--- config.mk ---
export PLATFORM = sky130hd
export DESIGN_NAME = flash_cmd_reader
export DESIGN_NICKNAME = d
export VERILOG_FILES = /design/src/rtl/flash_rd_pkg.sv /design/src/rtl/flash_rd_ctrl.sv /design/src/rtl/flash_byte_packer.sv /design/src/rtl/flash_rx_fifo.sv /design/src/rtl/flash_cmd_reader.sv
export SDC_FILE = /design/constraint.sdc
export NUM_CORES = 1
export LEC_CHECK = 0
export BUFFER_PORTS_ARGS = -buffer_cell sky130_fd_sc_hd__buf_2
export CORE_AREA = 3 3 223 225
export DETAILED_ROUTE_END_ITERATION = 8
export DIE_AREA = 0 0 226 228
export PLACE_DENSITY_LB_ADDON = 0.12
export RECOVER_POWER = 50
export SETUP_SLACK_MARGIN = 0.15
export SYNTH_ARGS = -nofsm -noshare
export SYNTH_HDL_FRONTEND = slang
export SYNTH_SLANG_ARGS = --single-unit
--- constraint.sdc ---
create_clock -name clk -period 11.1 [get_ports clk]
set_input_delay 2.22 -clock clk [delete_from_list [all_inputs] [get_ports clk]]
set_output_delay 2.22 -clock clk [all_outputs]
set_load 0.01 [all_outputs]
--- src/rtl/flash_rd_pkg.sv ---
package flash_rd_pkg;
  typedef enum logic {
    RD_IDLE = 1'b0,
    RD_RUN  = 1'b1
  } rd_state_e;
endpackage

--- src/rtl/flash_rd_ctrl.sv ---
module flash_rd_ctrl
  import flash_rd_pkg::*;
#(
  parameter int ADDR_W = 24,
  parameter int LEN_W  = 16,
  parameter int SEQ_W  = 4
) (
  input  logic              clk,
  input  logic              rst_n,
  input  logic              cfg_wr,
  input  logic [ADDR_W-1:0] cfg_addr,
  input  logic [LEN_W-1:0]  cfg_len,
  input  logic              trig_wr,
  input  logic [SEQ_W-1:0]  trig_seq,
  input  logic              accept,
  output logic              last_byte,
  output logic              busy,
  output logic              err,
  output logic              done,
  output logic              start,
  output logic [ADDR_W-1:0] addr_o,
  output logic [LEN_W-1:0]  len_o,
  output logic [SEQ_W-1:0]  seq_o
);
  rd_state_e         state_q, state_d;
  logic [LEN_W-1:0]  rem_q, rem_d;
  logic [ADDR_W-1:0] cfa_q, cfa_d, addr_q, addr_d;
  logic [LEN_W-1:0]  cfl_q, cfl_d, len_q, len_d;
  logic [SEQ_W-1:0]  seq_q, seq_d;
  logic              err_q, err_d, done_q, done_d, start_q, start_d;

  assign last_byte = accept && (rem_q == LEN_W'(1));

  always_comb begin
    state_d = state_q;
    rem_d   = rem_q;
    cfa_d   = cfa_q;
    cfl_d   = cfl_q;
    addr_d  = addr_q;
    len_d   = len_q;
    seq_d   = seq_q;
    err_d   = err_q | (trig_wr && state_q == RD_RUN);
    done_d  = 1'b0;
    start_d = 1'b0;
    if (cfg_wr) begin
      cfa_d = cfg_addr;
      cfl_d = cfg_len;
    end
    case (state_q)
      RD_IDLE: begin
        if (trig_wr) begin
          addr_d = cfa_q;
          len_d  = cfl_q;
          seq_d  = trig_seq;
          if (cfl_q == '0) begin
            done_d = 1'b1;
          end else begin
            state_d = RD_RUN;
            rem_d   = cfl_q;
            start_d = 1'b1;
          end
        end
      end
      default: begin
        if (accept) begin
          rem_d = rem_q - LEN_W'(1);
          if (rem_q == LEN_W'(1)) begin
            state_d = RD_IDLE;
            done_d  = 1'b1;
          end
        end
      end
    endcase
  end

  always_ff @(posedge clk or negedge rst_n) begin
    if (!rst_n) begin
      state_q <= RD_IDLE;
      rem_q   <= '0;
      cfa_q   <= '0;
      cfl_q   <= '0;
      addr_q  <= '0;
      len_q   <= '0;
      seq_q   <= '0;
      err_q   <= 1'b0;
      done_q  <= 1'b0;
      start_q <= 1'b0;
    end else begin
      state_q <= state_d;
      rem_q   <= rem_d;
      cfa_q   <= cfa_d;
      cfl_q   <= cfl_d;
      addr_q  <= addr_d;
      len_q   <= len_d;
      seq_q   <= seq_d;
      err_q   <= err_d;
      done_q  <= done_d;
      start_q <= start_d;
    end
  end

  assign busy   = (state_q == RD_RUN);
  assign err    = err_q;
  assign done   = done_q;
  assign start  = start_q;
  assign addr_o = addr_q;
  assign len_o  = len_q;
  assign seq_o  = seq_q;

  AST_FINAL_BYTE_STOPS: assert property (@(posedge clk) disable iff (!rst_n)
    last_byte |=> (done && !busy));
  AST_ERR_STICKY: assert property (@(posedge clk) disable iff (!rst_n)
    err |=> err);
  AST_TRIG_BUSY_ERR: assert property (@(posedge clk) disable iff (!rst_n)
    (trig_wr && busy) |=> (err && $stable(seq_o)));
  AST_START_WITH_BUSY: assert property (@(posedge clk) disable iff (!rst_n)
    start |-> busy);
  AST_DONE_NOT_BUSY: assert property (@(posedge clk) disable iff (!rst_n)
    done |-> !busy);
endmodule

--- src/rtl/flash_byte_packer.sv ---
module flash_byte_packer #(
  parameter int DATA_W = 32
) (
  input  logic              clk,
  input  logic              rst_n,
  input  logic              accept,
  input  logic              last_byte,
  input  logic [7:0]        byte_i,
  output logic              push,
  output logic [DATA_W-1:0] word_o
);
  localparam int LANES  = DATA_W / 8;
  localparam int LANE_W = (LANES > 1) ? $clog2(LANES) : 1;

  logic [LANE_W-1:0] lane_q, lane_d;
  logic [DATA_W-1:0] acc_q, acc_d, merged;

  always_comb begin
    merged = acc_q;
    for (int k = 0; k < LANES; k++) begin
      if (lane_q == LANE_W'(k)) merged[8*k +: 8] = byte_i;
    end
  end

  assign push   = accept && (last_byte || lane_q == LANE_W'(LANES - 1));
  assign word_o = merged;

  always_comb begin
    lane_d = lane_q;
    acc_d  = acc_q;
    if (push) begin
      lane_d = '0;
      acc_d  = '0;
    end else if (accept) begin
      lane_d = lane_q + LANE_W'(1);
      acc_d  = merged;
    end
  end

  always_ff @(posedge clk or negedge rst_n) begin
    if (!rst_n) begin
      lane_q <= '0;
      acc_q  <= '0;
    end else begin
      lane_q <= lane_d;
      acc_q  <= acc_d;
    end
  end

  AST_LANE_RESTARTS: assert property (@(posedge clk) disable iff (!rst_n)
    (accept && last_byte) |=> (lane_q == '0));
endmodule

--- src/rtl/flash_rx_fifo.sv ---
module flash_rx_fifo #(
  parameter int DATA_W = 32,
  parameter int DEPTH  = 16
) (
  input  logic                       clk,
  input  logic                       rst_n,
  input  logic                       push,
  input  logic [DATA_W-1:0]          wdata,
  input  logic                       pop,
  output logic [DATA_W-1:0]          rdata,
  output logic                       full,
  output logic [$clog2(DEPTH+1)-1:0] level
);
  localparam int PTR_W = (DEPTH > 1) ? $clog2(DEPTH) : 1;
  localparam int CNT_W = $clog2(DEPTH + 1);

  logic [DATA_W-1:0] mem [DEPTH];
  logic [PTR_W-1:0]  wp_q, wp_d, rp_q, rp_d;
  logic [CNT_W-1:0]  cnt_q, cnt_d;
  logic              pop_en;

  assign pop_en = pop && (cnt_q != '0);
  assign full   = (cnt_q == CNT_W'(DEPTH));

  always_comb begin
    wp_d  = wp_q;
    rp_d  = rp_q;
    cnt_d = cnt_q;
    if (push) wp_d = (wp_q == PTR_W'(DEPTH - 1)) ? '0 : wp_q + PTR_W'(1);
    if (pop_en) rp_d = (rp_q == PTR_W'(DEPTH - 1)) ? '0 : rp_q + PTR_W'(1);
    if (push && !pop_en) cnt_d = cnt_q + CNT_W'(1);
    else if (!push && pop_en) cnt_d = cnt_q - CNT_W'(1);
  end

  always_ff @(posedge clk or negedge rst_n) begin
    if (!rst_n) begin
      wp_q  <= '0;
      rp_q  <= '0;
      cnt_q <= '0;
    end else begin
      wp_q  <= wp_d;
      rp_q  <= rp_d;
      cnt_q <= cnt_d;
    end
  end

  always_ff @(posedge clk) begin
    if (push) mem[wp_q] <= wdata;
  end

  assign rdata = mem[rp_q];
  assign level = cnt_q;

  AST_NO_OVERFLOW: assert property (@(posedge clk) disable iff (!rst_n)
    push |-> !full);
  AST_PUSH_POP_LEVEL: assert property (@(posedge clk) disable iff (!rst_n)
    (push && pop && level != '0) |=> $stable(level));
  AST_LEVEL_BOUND: assert property (@(posedge clk) disable iff (!rst_n)
    level <= CNT_W'(DEPTH));
endmodule

--- src/rtl/flash_cmd_reader.sv ---
module flash_cmd_reader #(
  parameter int ADDR_W = 24,
  parameter int LEN_W  = 16,
  parameter int SEQ_W  = 4,
  parameter int DATA_W = 32,
  parameter int DEPTH  = 16,
  localparam int LVL_W = $clog2(DEPTH + 1)
) (
  input  logic              clk,
  input  logic              rst_n,
  input  logic              cfg_wr,
  input  logic [ADDR_W-1:0] cfg_addr,
  input  logic [LEN_W-1:0]  cfg_len,
  input  logic              trig_wr,
  input  logic [SEQ_W-1:0]  trig_seq,
  output logic              seq_start,
  output logic [ADDR_W-1:0] seq_addr,
  output logic [LEN_W-1:0]  seq_len,
  output logic [SEQ_W-1:0]  seq_id,
  input  logic              sb_valid,
  input  logic [7:0]        sb_data,
  output logic              sb_ready,
  output logic              stat_cmd_acc,
  output logic              stat_busy,
  output logic              stat_err,
  output logic              xfer_done,
  input  logic              rx_pop,
  output logic [DATA_W-1:0] rx_data,
  output logic [LVL_W-1:0]  rx_level
);
  logic [1:0]        rst_sync_q;
  logic              rst_int_n;
  logic              busy, accept, last_byte, push, full;
  logic [DATA_W-1:0] word;

  always_ff @(posedge clk or negedge rst_n) begin
    if (!rst_n) rst_sync_q <= 2'b00;
    else        rst_sync_q <= {rst_sync_q[0], 1'b1};
  end
  assign rst_int_n = rst_sync_q[1];

  assign sb_ready = busy && !full;
  assign accept   = sb_valid && sb_ready;

  flash_rd_ctrl #(.ADDR_W(ADDR_W), .LEN_W(LEN_W), .SEQ_W(SEQ_W)) u_ctrl (
    .clk(clk), .rst_n(rst_int_n), .cfg_wr(cfg_wr), .cfg_addr(cfg_addr),
    .cfg_len(cfg_len), .trig_wr(trig_wr), .trig_seq(trig_seq),
    .accept(accept), .last_byte(last_byte), .busy(busy), .err(stat_err),
    .done(xfer_done), .start(seq_start), .addr_o(seq_addr), .len_o(seq_len),
    .seq_o(seq_id)
  );

  flash_byte_packer #(.DATA_W(DATA_W)) u_pack (
    .clk(clk), .rst_n(rst_int_n), .accept(accept), .last_byte(last_byte),
    .byte_i(sb_data), .push(push), .word_o(word)
  );

  flash_rx_fifo #(.DATA_W(DATA_W), .DEPTH(DEPTH)) u_fifo (
    .clk(clk), .rst_n(rst_int_n), .push(push), .wdata(word), .pop(rx_pop),
    .rdata(rx_data), .full(full), .level(rx_level)
  );

  assign stat_busy    = busy;
  assign stat_cmd_acc = busy;

  AST_READY_ONLY_BUSY: assert property (@(posedge clk) disable iff (!rst_int_n)
    sb_ready |-> stat_busy);
  AST_FULL_BLOCKS: assert property (@(posedge clk) disable iff (!rst_int_n)
    (rx_level == LVL_W'(DEPTH)) |-> !sb_ready);
endmodule

### Word-level counts from Yosys, hierarchy flattened

Memory sizes are Yosys's and may differ from the RTL's.
Cells that the tools add are included.
Widths: inputs -> output; s select.

| operators by class | value |
|---|---|
| reduce and logical (&&, ||, !) cells | 20 |
| bitwise gates (word level) | 2 |
| eq/ne operators | 9 |
| multiplexer cells | 29 |
| $add $sub $neg | 6 |

Operator list:

| cell | count |
|---|---|
| $mux 16 | 4 |
| $mux 32 | 2 |
| $mux 8 | 4 |
| $eq 16x1->1 const B | 1 |
| $logic_not 16->1 | 1 |
| $sub 16x1->16 const B | 1 |
| $mux 1 | 13 |
| $mux 5 | 2 |
| $add 4x1->4 const B | 2 |
| $eq 4x4->1 const B | 2 |
| $logic_and 1x1->1 | 8 |
| $mux 4 | 2 |
| $reduce_bool 2->1 | 3 |
| $add 5x1->5 const B | 1 |
| $eq 5x5->1 const B | 1 |
| $reduce_bool 5->1 | 1 |
| $sub 5x1->5 const B | 1 |
| $eq 2x2->1 const B | 2 |
| $mux 2 | 2 |
| $ne 2x1->1 const B | 2 |
| $logic_not 1->1 | 3 |
| $reduce_and 3->1 | 1 |
| $add 2x1->2 const B | 1 |
| $eq 2x1->1 const B | 1 |
| 5 further kinds | 5 |

| word-level totals | value |
|---|---|
| register bits | 153 |
| memory bits (writable) | 512 |
| memories | 1 |
| input port bits | 58 |
| logic and storage cells | 83 |

Memories:

| memory | words | bits a word | rd ports | clocked after Yosys merged registers in | wr ports | RTL line | source |
|---|---|---|---|---|---|---|---|
| u_fifo.mem | 16 | 32 | 1 | 0 | 1 | flash_rx_fifo.sv:17 | `logic [DATA_W-1:0] mem [DEPTH];` |

### Depth between registers and ports, before layout

Gate-level depths: netlist of the first run.

| depth | value |
|---|---|
| depth after elaboration | 11 |
| gate-level depth with buffers | 14 |

### Hierarchy

Synthesis of the first run repeated with hierarchy kept, for this count alone.

| unflattened totals | value |
|---|---|
| cell total of the unflattened synthesis | 1613 |
| area, all modules | 26938.3 µm² |

Modules (own cells, without submodules):

| module | cells an instance | area an instance (µm²) | times used |
|---|---|---|---|
| flash_rx_fifo | 1022 | 20433.3 | 1 |
| flash_rd_ctrl | 405 | 4440.5 | 1 |
| flash_byte_packer | 180 | 1988.2 | 1 |
| flash_cmd_reader | 6 | 76.3 | 1 |

### Least setup slack after synthesis of the first run

Ideal clock, no wire load.

| timing path | value |
|---|---|
| kind | input-to-reg |
| start | in sb_valid |
| end | mem u_fifo.mem[3][0] (enable) |
| slack | 5274 ps |
| setup time | 461 ps |
| stages on the path | 5 |
| arrival time | 5365 ps |
| path through | nand2_1 -> a21oi_1 -> clkbuf_1 -> o211ai_1 -> nor3_1 |

| between the ends | value |
|---|---|
| cells in the longest elaborated chain, start to end | 6 |

RTL lines:

| item | RTL line | source |
|---|---|---|
| from (decl) | flash_cmd_reader.sv:20 | `input logic sb_valid,` |
| $logic_and 1x1->1 (*) | flash_cmd_reader.sv:43 | `assign accept = sb_valid && sb_ready;` |
| $logic_and 1x1->1 | flash_rd_ctrl.sv:32 | `assign last_byte = accept && (rem_q == LEN_W'(1));` |
| $logic_or 1x1->1 | flash_byte_packer.sv:25 | `assign push = accept && (last_byte \|\| lane_q == LANE_W'(LANES - 1));` |
| $logic_and 1x1->1 (*) | flash_byte_packer.sv:25 |  |
| $mux 1 (*) | flash_rx_fifo.sv:48 | `if (push) mem[wp_q] <= wdata;` |
| $mux 1 (not written as such) (*) | flash_rx_fifo.sv:48 |  |
| to (decl) | flash_rx_fifo.sv:17 |  |

Mark *: on every way between the ends. The rest lies on a longest branch, timed or not.

==> run_results.csv, run 1 <==
group,metric,value,unit
power,totalPowerFinal,7730,µW
die,core,47700,µm²
cts,cts_root_buffer,"clkbuf_16",
final_layout,utilization,0.626,
place,dp_slack,5580,ps
worst_hold_path,hold_class,"reg -> reg",
final_layout,final_layout_size_suffix_gt1_frac,0.300,
timing,fin_ws,4270,ps
logic_synthesis,synth.net_count,1480,
detailed_routing,routed-wl-met3,3.74,mm
run,cap_violations,5,
worst_setup_path,worst_ep_required_time,10920,ps
worst_setup_path,crit_slowest_cell,"clkbuf_1",
die,die_height,228,µm
worst_setup_path,crit_chain,"clkbuf_1, clkbuf_1",
place,globalplace.congestion,0.782,
place,io_buffers,144,
worst_setup_path,worst-path-buf-inv,2,
detailed_routing,top_layer,"met5",
final_layout,syn_to_final_growth,13.7,%
logic_synthesis,async_flop_share,0.230,
logic_synthesis,synthDistinctLibCells,64,
power,clkPwrFrac,0.296,
timing,finalCritPeriodShare,0.615,
logic_synthesis,synth_area_leader_cell,"edfxtp_1",
die,start_util,0.550,
die,design.die.area,51500,µm²
detailed_routing,routed_via_density,6.03,
worst_setup_path,critPathArrivalTime,6650,ps
status,violations,"max-capacitance violations, max-slew violations",
power,power_density,259,nW/µm²
cts,cts_buffer_depth,3,
logic_synthesis,synth_top_area_frac,0.585,
timing,finalHoldViolations,0,
die,die_w,226,µm
timing,fin_setup_tns,0,ps
global_route,grt_max_degree,78,
timing,fin_crit,6830,ps
power,switching_share,0.295,
logic_synthesis,yosys_warnings,0,
detailed_routing,post_drt_wl_per_cell,25.0,µm
timing,hold_ws,357,ps
place,place.detailed.hpwl,31.3,mm
detailed_routing,drc,0,
timing,relSlewSlack,-1.53,
detailed_routing,ant_nets,0,
logic_synthesis,syn_inst,1406,
cts,cts_setup_buffers,0,
power,p_seq_frac,0.435,
power,switching_power,2280,µW
global_route,grt_pass1_wl,86.4,mm
power,p_leak,0.0108,µW
worst_setup_path,critPathMaxFanout,74,
worst_setup_path,worst_path_dominant_cell_family,"buffers and inverters",
cts,ctsHoldBuffers,0,
timing,setup_viol,0,
cts,clk_pin_slew,60,ps
detailed_routing,via_count,13474,
die,rows,80,
cts,numCtsBuffers,69,
cts,clock-sinks,665,
die,num_io_pins,145,
detailed_routing,route.met2.wl,27.4,mm
cts,cts_resized,0,
timing,slew_viol_final,259,
worst_setup_path,cp-start-kind,"flip-flop",
logic_synthesis,seq_area_frac_synth,0.731,
detailed_routing,wirelength,55.9,mm
power,comb_power_share,0.268,
detailed_routing,wl_met1,23.6,mm
final_layout,nets,1632,
timing,finalClockSkew,18.5,ps
timing,tightest_slew,3800,ps
logic_synthesis,synth_area_leaders,"edfxtp_1 59%, dfrtp_1 15%, mux4_2 14%",
logic_synthesis,synth_ff_type,"edfxtp_1",
detailed_routing,first_iter_violations,1047,
cts,h-tree-depth,3,
power,intPower,5450,µW
timing,rsz0062_at_grt,"false",
worst_setup_path,cp-end-kind,"asynchronous set/reset pin",
worst_setup_path,path_common_cell,"clkbuf_1",
global_route,first_global_vias,14020,
worst_setup_path,crit_type,"reg -> async",
logic_synthesis,synth_seq_cells,665,
logic_synthesis,netlist_area,26300,µm²
worst_setup_path,slowest_delay,2810,ps
global_route,grt_usage,0.224,
logic_synthesis,synth_edf_count,512,
logic_synthesis,synth.avg_cell_area,18.7,µm²
cts,clkLatencyLatePin,600,ps
global_route,grt_overflow,0,
detailed_routing,first_pass_iters,5,
timing,fmax,146,MHz
global_route,antenna_found_initial,2,
cts,cts_tree,"done",
status,outcome,"finished, violations left",
power,max-vdd-ir-drop,0.136,mV
[metal layers]
metal  vias to the layer above  global-route usage
li1                       5864                   -
met1                      7093               0.323
met2                       434               0.356
met3                        81              0.0444
met4                         2              0.0645
met5                         -                   0
[sequential cells by signal, indices dropped and copies added (netlist names)]
register / cells
u_ctrl.len_o: 16
u_ctrl.rem_q: 16
rst_sync_q: 2
u_ctrl.busy: 1
u_fifo.rp_q: 4
u_ctrl.seq_o: 4
u_pack.acc_q: 32
u_fifo.mem: 512
u_ctrl.cfa_q: 24
u_fifo.wp_q: 4
u_ctrl.cfl_q: 16
u_ctrl.start: 1
u_fifo.level: 5
u_ctrl.done: 1
u_pack.lane_q: 2
u_ctrl.addr_o: 24
u_ctrl.err: 1
[final cells by class]
class,instances,area [µm²]
clock inverter,44,405
fill,3355,17900
timing repair buffer,167,868
tap,615,769
multi-input combinational,637,6720
antenna,3,7.51
clock buffer,84,1840
inverter,18,67.6
sequential,665,19200
[placed cells by master (no fill, tap or decap), drive strengths merged, types with 3 or more instances in the layout]
cell / count
a211oi: 4
a21o: 7
a21oi: 10
a31oi: 5
and2: 8
and3: 9
buf: 153
bufinv: 7
clkbuf: 98
clkinv: 30
dfrtp: 153
diode: 3
edfxtp: 512
ha: 15
inv: 24
mux2: 75
mux4: 160
nand2: 189
nand3: 6
nand4: 27
nor2: 14
nor2b: 3
nor3: 15
nor4: 15
o211ai: 4
o21ai: 13
o22ai: 8
o2bb2ai: 6
or4: 5
xnor2: 4
[final timing paths]
kind | from | endpoint | slack [ps] | cells past startpoint
max in group clk | sb_valid | u_fifo.level[4]$_DFFE_PN0P_ | 4450 | 13
max | rst_sync_q[1]$_DFF_PN0_ | u_ctrl.rem_q[4]$_DFFE_PN0P_ | 4270 | 2
min reg2reg | rst_sync_q[0]$_DFF_PN0_ | rst_sync_q[1]$_DFF_PN0_ | 360 | 0
min | rst_sync_q[0]$_DFF_PN0_ | rst_sync_q[1]$_DFF_PN0_ | 360 | 0
min in group asynchronous | rst_sync_q[1]$_DFF_PN0_ | u_ctrl.addr_o[15]$_DFFE_PN0P_ | 480 | 0
max reg2reg | rst_sync_q[1]$_DFF_PN0_ | u_ctrl.rem_q[4]$_DFFE_PN0P_ | 4270 | 2
[worst register-to-register path: cells and delay by family, from the launching register on]
kind | cells | cell delay, ps
buffers and inverters | 2 | 4910
DFF | 1 | 1110
[power groups by stage]
stage	clock network (µW)	logic, µW	registers, µW
after global placement	0	2090	3400
final	2290	2080	3360
after detailed placement	0	2130	3410
after global routing	2450	2260	3400
after CTS	2340	2140	3360
after floorplan	0	1510	3350
[per-stage QoR]
stage,instances,area [µm²]
floorplan,1406,26300
CTS,2230,29900
global route,2230,29900
detailed placement,2102,27700
finish,2233,29900
global placement,2102,27700
[logic make-up (layout without fill, tap and decap cells)]
group / after synthesis / after routing / share of synthesized area
adders and majority gates: 16 / 16 / 0.00790
buffers and inverters: 104 / 313 / 0.0164
other: 1 / 4 / 0.000143
xor gates and xnor gates: 6 / 6 / 0.00200
AOI/OAI and AO/OA: 74 / 74 / 0.0197
muxes: 237 / 237 / 0.170
DFF: 665 / 665 / 0.731
and+or+nand+nor: 303 / 303 / 0.0530
[cells in the mapped netlist (all sizes together) (3+ instances only)]
cell type,count
and3,9
ha,15
dfrtp,153
a21o,7
a211oi,4
nor2b,3
a31oi,5
nor2,14
nor4,15
and2,8
nand4,27
edfxtp,512
buf,34
mux4,160
xnor2,4
nor3,15
o22ai,8
o211ai,4
o2bb2ai,6
o21ai,13
or4,5
clkbuf,52
nand2,189
mux2,75
inv,18
a21oi,10
nand3,6
No activity file was read; power rests on OpenSTA's default activity.
==> run 2: changes to the inputs <==
==> constraint.sdc (replaced) <==
create_clock -name clk -period 6.1 [get_ports clk]
set_input_delay 1.22 -clock clk [delete_from_list [all_inputs] [get_ports clk]]
set_output_delay 1.22 -clock clk [all_outputs]
set_load 0.01 [all_outputs]
==> run 2 against run 1 <==
Critical path type is now reg -> out. Sequential share of layout area grew 0.23 points. Power grew 79%. Critical path depth grew 2. Largest cell class unchanged. The run still ends with max-capacitance violations, max-slew violations left. Register-to-register slack lost 2400 ps. Utilization shrank 0.23 points. Flip-flop and latch count is the same. Largest power group unchanged. Via count is essentially flat.
==> run_results.csv, run 2 (same netlist as run 1, synthesis figures left out) <==
group,metric,value,unit
die,start_util,0.550,
cts,cts_root_buffer,"clkbuf_16",
cts,ctsHoldBuffers,0,
worst_setup_path,reg2reg_from,"u_ctrl.busy$_DFF_PN0_",
status,violations,"max-capacitance violations, max-slew violations",
final_layout,ff_latch_area,19200,µm²
timing,fin_ws,1530,ps
cts,cts_tree,"done",
worst_setup_path,worst_ep_required_time,4880,ps
place,io_buffers,144,
final_layout,largest_reg_flops,512,
run,cap_violations,2,
worst_setup_path,critPathArrivalTime,3350,ps
timing,finalCritPeriodShare,0.750,
worst_hold_path,hold_class,"reg -> async",
cts,cts_buffer_depth,3,
worst_setup_path,cp-start-kind,"flip-flop",
global_route,antenna_found_initial,1,
timing,hold_ws,117,ps
worst_setup_path,cp-end-kind,"output port",
detailed_routing,post_drt_wl_per_cell,24.8,µm
power,max-vdd-ir-drop,0.288,mV
die,rows,80,
final_layout,top_regs,"u_fifo.mem x512, u_pack.acc_q x32",
final_layout,utilization,0.624,
timing,fmax,219,MHz
timing,finalHoldViolations,0,
place,dp_slack,1590,ps
cts,numCtsBuffers,68,
cts,h-tree-depth,3,
cts,cts_resized,0,
cts,clk_pin_slew,60,ps
detailed_routing,routed_via_density,6.06,
cts,clock-sinks,665,
detailed_routing,ant_nets,0,
detailed_routing,wirelength,55.0,mm
timing,finalClockSkew,26.5,ps
place,placed_cell_area,27700,µm²
global_route,grt_usage,0.221,
cts,clkLatencyLatePin,590,ps
detailed_routing,first_iter_violations,1284,
final_layout,n_fill_cell,3354,
timing,fin_crit,4570,ps
timing,fin_setup_tns,0,ps
global_route,first_global_vias,13841,
die,core,47700,µm²
worst_setup_path,critPathMaxFanout,47,
final_layout,regMostFlops,"u_fifo.mem",
final_layout,syn_to_final_growth,13.3,%
die,die_w,226,µm
timing,slew_viol_final,109,
detailed_routing,first_pass_iters,5,
power,p_leak,0.0108,µW
timing,setup_viol,0,
worst_setup_path,startpoint,"u_fifo.rp_q[0]$_DFFE_PN0P_",
final_layout,finish.instance_area,29800,µm²
timing,relSlewSlack,-1.27,
global_route,grt_pass1_wl,85.5,mm
final_layout,multiInputGateArea,6720,µm²
cts,cts_setup_buffers,0,
final_layout,final_cell_mix,"512 x edfxtp_1, 189 x nand2_1, 160 x mux4_2",
status,outcome,"finished, violations left",
timing,tightest_slew,3410,ps
final_layout,nets,1631,
place,place.detailed.hpwl,30.9,mm
place,globalplace.congestion,0.791,
die,design.die.area,51500,µm²
power,power_density,465,nW/µm²
global_route,grt_overflow,0,
final_layout,final_layout_size_suffix_gt1_frac,0.302,
detailed_routing,via_count,13463,
worst_setup_path,crit_type,"reg -> out",
die,num_io_pins,145,
final_layout,final_common_cell,"edfxtp_1",
global_route,grt_max_degree,80,
die,die_height,228,µm
detailed_routing,drc,0,
timing,rsz0062_at_grt,"false",
==> run 2: cell types whose count changed in the layout (fill, tap and decap cells not counted), moves of 2 or more <==
cell and change:
clkinv_2 -3, clkinv_4 -2, buf_2 +9, clkbuf_1 -2, inv_6 -5, clkbuf_8 +3
bufinv_16 -4, clkinv_1 -7, buf_12 +2
==> run 2: final cells by class <==
| cell class | count | area share |
|---|---|---|
| antenna | 2 | 0.000168 |
| clock buffer | 96 | 0.0642 |
| clock inverter | 22 | 0.00597 |
| inverter | 18 | 0.00227 |
| multi-input combinational | 637 | 0.226 |
| sequential | 665 | 0.645 |
| tap | 615 | 0.0258 |
| timing repair buffer | 167 | 0.0306 |
==> run 2: power by group <==
part / internal (µW) / switching (µW)
Combinational: 1710 / 1930
Clock: 2300 / 1630
Sequential: 5770 / 487
==> run 2: final timing paths <==
kind                                          endpoint  slack (ps)  depth (start not counted)
min reg2reg                 u_fifo.wp_q[1]$_DFFE_PN0N_         120                          0
max reg2reg                u_fifo.level[4]$_DFFE_PN0P_        1820                         12
min in group clk               rst_sync_q[1]$_DFF_PN0_         350                          0
max in group asynchronous  u_ctrl.len_o[6]$_DFFE_PN0P_        2420                          1
max                                        rx_data[21]        1530                          4
min                         u_fifo.wp_q[1]$_DFFE_PN0N_         120                          0
==> run 2: per-layer routing <==
metal / global-route usage / part of all wire
met2: 0.350 / 0.49
met1: 0.329 / 0.44
met3: 0.0411 / 0.053
met5: 0 / 0.00024
met4: 0.0457 / 0.016
==> run 2: stage by stage <==
stage | cells | power, µW
after floorplan | 1406 | 8860
after global placement | 2102 | 10000
after detailed placement | 2102 | 10100
after CTS | 2220 | 14100
after global routing | 2220 | 14500
final | 2222 | 13800
==> run 2: worst max-delay path, cell delays in order (launching register included) <==
cell and delay (ps):
dfrtp_4 1010, buf_4 520, mux4_2 560, mux4_2 490, buf_2 160
